## src/rtl/exc_ctrl_unit.sv

```systemverilog
module exc_ctrl_unit #(
  parameter int          AW         = 32,
  parameter logic [31:0] ERR_PC     = 32'hBFC0_0000,
  parameter logic [31:0] BASE_NORM  = 32'h8000_0000,
  parameter logic [31:0] BASE_BOOT  = 32'hBFC0_0200,
  parameter logic [4:0]  CODE_COPU  = 5'd11
) (
  input  logic          clk,
  input  logic          rst_n,
  input  logic          exc_req,
  input  logic [4:0]    exc_code,
  input  logic          exc_refill,
  input  logic          exc_xrefill,
  input  logic [1:0]    exc_cop,
  input  logic [AW-1:0] cur_pc,
  input  logic          in_delay,
  input  logic          eret_req,
  input  logic [1:0]    ksu,
  input  logic          boot_exit,
  output logic [AW-1:0] redir_pc,
  output logic          redir_vld,
  output logic          flush,
  output logic          ll_clr,
  output logic          kernel_mode,
  output logic          st_exl,
  output logic          st_erl,
  output logic          st_bev,
  output logic [4:0]    cause_code,
  output logic          cause_bd,
  output logic [1:0]    cause_ce,
  output logic [AW-1:0] epc
);
  localparam logic [AW-1:0] OFF_REFILL = AW'(32'h000);
  localparam logic [AW-1:0] OFF_XREF   = AW'(32'h080);
  localparam logic [AW-1:0] OFF_GEN    = AW'(32'h180);
  localparam logic [AW-1:0] INST_BYTES = AW'(4);

  logic [AW-1:0] err_epc;

  assign kernel_mode = (ksu == 2'b00) || st_exl || st_erl;

  wire       eret_trap = eret_req && !exc_req && !kernel_mode;
  wire       eret_ok   = eret_req && !exc_req && kernel_mode;
  wire       take_exc  = exc_req || eret_trap;
  wire [4:0] eff_code  = exc_req ? exc_code : CODE_COPU;
  wire [1:0] eff_cop   = exc_req ? exc_cop : 2'd0;
  wire       eff_ref   = exc_req && exc_refill;
  wire       eff_xref  = exc_req && exc_xrefill;

  wire [AW-1:0] vec_base = st_bev ? AW'(BASE_BOOT) : AW'(BASE_NORM);
  wire [AW-1:0] vec_off  = eff_xref ? OFF_XREF : (eff_ref ? OFF_REFILL : OFF_GEN);
  wire [AW-1:0] save_pc  = in_delay ? cur_pc - INST_BYTES : cur_pc;

  always_ff @(posedge clk) begin
    if (!rst_n) begin
      st_exl     <= 1'b0;
      st_erl     <= 1'b1;
      st_bev     <= 1'b1;
      epc        <= '0;
      err_epc    <= AW'(ERR_PC);
      cause_code <= '0;
      cause_bd   <= 1'b0;
      cause_ce   <= '0;
      redir_pc   <= '0;
      redir_vld  <= 1'b0;
      flush      <= 1'b0;
      ll_clr     <= 1'b0;
    end else begin
      redir_vld <= take_exc || eret_ok;
      flush     <= take_exc || eret_ok;
      ll_clr    <= eret_ok;
      if (boot_exit) st_bev <= 1'b0;
      if (take_exc) begin
        cause_code <= eff_code;
        cause_bd   <= in_delay;
        cause_ce   <= (eff_code == CODE_COPU) ? eff_cop : 2'd0;
        if (!st_exl) begin
          epc    <= save_pc;
          st_exl <= 1'b1;
        end
        redir_pc <= vec_base + vec_off;
      end else if (eret_ok) begin
        if (st_erl) begin
          redir_pc <= err_epc;
          st_erl   <= 1'b0;
        end else begin
          redir_pc <= epc;
          st_exl   <= 1'b0;
        end
      end
    end
  end
endmodule

```

## config.mk

```make
export PLATFORM = sky130hd
export DESIGN_NAME = exc_ctrl_unit
export DESIGN_NICKNAME = d
export VERILOG_FILES = /design/src/rtl/exc_ctrl_unit.sv
export SDC_FILE = /design/constraint.sdc
export NUM_CORES = 1
export LEC_CHECK = 0
export BUFFER_PORTS_ARGS = -buffer_cell sky130_fd_sc_hd__buf_2
export CORE_MARGIN = 2
export CORE_UTILIZATION = 45
export DETAILED_ROUTE_END_ITERATION = 10
export PLACE_DENSITY = 0.82
export SYNTH_ARGS = -nofsm -noshare
export SYNTH_HDL_FRONTEND = slang
export SYNTH_SLANG_ARGS = --single-unit
```

## constraint.sdc

```tcl
create_clock -name clk -period 4.1 [get_ports clk]
set_clock_uncertainty 0.1 [all_clocks]
set_input_delay 0.205 -clock clk [delete_from_list [all_inputs] [get_ports clk]]
set_output_delay 0.205 -clock clk [all_outputs]
set_load 0.005 [all_outputs]
```

==> results.json <==
{
  "status": "complete, no violations",
  "place_congestion": 0.8626,
  "diodes": 0,
  "ant_nets": 0,
  "dieHeight_um": 89.48,
  "via_count": 3081,
  "drt_pass1_iterations": 4,
  "crit_required_ps": 4270,
  "synth_area_leaders": "dfxtp_1 (47%), xnor2_1 (5.6%), a22o_1 (5.3%)",
  "grt_first_pass_wirelength_um": 12840,
  "final_nets": 522,
  "ys_warn_count": 0,
  "cts_buffer_depth": 2,
  "netlist.top_cell.by_area": "dfxtp_1",
  "yosysSeqAreaShare_pct": 46.88,
  "crit_slowest_cell": "nor2b_4",
  "grt_antenna_before_repair": 1,
  "clock_latency_ps": 350,
  "p_total_mw": 1.616,
  "synth.distinct_cells": 47,
  "max_freq_mhz": 442.6,
  "tightest_slew_ps": 1225,
  "syn_area_per_cell_um2": 9.289,
  "cts_sinks": 77,
  "track_usage_pct": 20.63,
  "finalSetupTns_ps": 0,
  "dp_hpwl_um": 6014,
  "overflow": 0,
  "p_leak_nw": 1.883,
  "ir_drop_mv": 0.1558,
  "place_area_um2": 3965,
  "wl_um": 8313,
  "period_share_pct": 55.11,
  "drv_slew": 0,
  "fp-row-count": 31,
  "maxCapViolations": 0,
  "coreArea_um2": 7176,
  "ys_ff_latch": 77,
  "postCtsSetupRepairBufs": 0,
  "synth-main-ff-cell": "dfxtp_1",
  "rsz0062_at_grt": "false",
  "path_clk_slew_ps": 80,
  "setup_viol": 0,
  "grt_max_degree": 62,
  "cp-start-kind": "register",
  "area_growth_syn_to_layout_pct": 27.02,
  "reg2reg_slack_ps": 1840,
  "die_x_um": 89.48,
  "critPathCaptureType": "register",
  "hold_ws_ps": 31.41,
  "synth_top_area_share_pct": 46.88,
  "synthCells": 354,
  "wl_per_cell_um": 14.43,
  "via_per_inst": 5.349,
  "synthArstFlopShare_pct": 0,
  "final_util_pct": 58.20,
  "cts_made_buffers": 9,
  "grt_pass1_vias": 2827,
  "min_path_type": "input port to register",
  "max_slew_margin_pct": 18.16,
  "drc": 0,
  "stdcell_area_um2": 4177,
  "met3_usage_pct": 6.279,
  "cp_slowest_stage_delay_ps": 990,
  "period_needed_ps": 2260,
  "use_met2_pct": 32.66,
  "crit_type": "register to register",
  "path_max_fanout": 61,
  "grt_util_met1_pct": 26.54,
  "io_pins": 128,
  "powerDensity_nw_per_um2": 386.9,
  "critPathArrivalTime_ps": 2430,
  "synth_commonest_cells": "dfxtp_1 (77), a21oi_1 (29), o21ai_0 (25), nor2_1 (23), nor3_1 (23)",
  "synth.cell_area_um2": 3288,
  "synth-edff-count": 0,
  "yosysMostFrequentCell": "dfxtp_1",
  "cts_root_buf": "clkbuf_8",
  "drive_gt1_share_pct": 33.54,
  "dieArea_um2": 8007,
  "htreeDepth": 3,
  "cts_tree": "done",
  "initial_core_util_pct": 45.82,
  "crit_chain": "nand2b_1 > o21ai_1 > nor2b_4 > o21ai_0 > a21oi_1",
  "grt-busiest-layer": "met2",
  "hold_violations": 0,
  "synth_nets": 404,
  "port_buffers": 127,
  "drt_iter0_drc": 146
}
stage by stage:
stage | worst slack [ps] | std cells
final | 1840 | 576
after detailed placement | 1835 | 559
after global placement | 1945 | 559
after CTS | 1811 | 576
after floorplan | 2359 | 354
after global routing | 1591 | 576
critical path, delay by kind of cell, from the launching register on:
kind	cells	cell delay (ps)
AO/OA/AOI/OAI	3	550
flip-flops	1	320
AND/OR/NAND/NOR	2	1200
repair_timing:
item,in CTS,in global routing
resized for setup,0,0
hold buffers,1,0
endpoints found under the hold margin,1,0
cell type report:
| type | count | area [um2] |
|---|---|---|
| Multi-Input combinational cell | 250 | 1642 |
| Tap cell | 99 | 123.9 |
| Clock buffer | 11 | 141.4 |
| Fill cell | 679 | 2999 |
| Clock inverter | 5 | 60.06 |
| Inverter | 6 | 22.52 |
| Timing Repair Buffer | 128 | 645.6 |
| Sequential cell | 77 | 1541 |
sequential cells by signal, indices dropped and copies added, names as in the netlist, 2 cells and up:
register    count
epc            32
redir_pc       32
cause_code      5
cause_ce        2
placed cells by master (no fill, tap or decap), drive strengths merged, types with 2 or more instances in the layout:
master | Yosys | routed
buf | 5 | 127
dfxtp | 77 | 77
a21oi | 31 | 31
o21ai | 31 | 31
nor3 | 24 | 24
nor2 | 23 | 23
xnor2 | 21 | 21
nand2 | 20 | 20
a22o | 20 | 20
nor2b | 11 | 11
clkbuf | 16 | 11
xor2 | 8 | 8
inv | 6 | 6
o211a | 6 | 6
nor4 | 6 | 6
nand3 | 5 | 5
a22oi | 4 | 4
nor3b | 4 | 4
and3 | 3 | 3
and2 | 3 | 3
mux2i | 3 | 3
o221a | 3 | 3
nand4 | 3 | 3
or3 | 3 | 3
clkinv | 0 | 3
nor4bb | 2 | 2
nand4b | 2 | 2
a31oi | 2 | 2
path summary, 6_finish.rpt:
path,start,to,cells past startpoint
min reg2reg,cause_bd,cause_bd,2
max reg2reg,st_erl,epc[18],5
min,exc_cop[0],cause_ce[0],3
max,st_erl,epc[18],5
cell families after synthesis:
| family | count (synthesis) | share of synthesized area [%] |
|---|---|---|
| xor+xnor | 29 | 7.725 |
| compound gates | 102 | 20.36 |
| mux | 3 | 0.9133 |
| flops | 77 | 46.88 |
| fa+ha+maj | 1 | 0.3805 |
| simple gates | 115 | 20.24 |
| buf+inv | 27 | 3.501 |
routing by layer:
layer / share of wire, % / up-vias
met5: 0.13 / -
met4: 1.5 / 2
met3: 6.7 / 12
met2: 46 / 109
met1: 46 / 1452
li1: - / 1506
power by group:
part	internal, mW	leakage, nW	switching, mW
clock network	0.299	0.0995	0.276
logic	0.0974	1.15	0.118
registers	0.794	0.634	0.0322
total	1.19	1.88	0.426
Power figures use the tool's default switching activity.
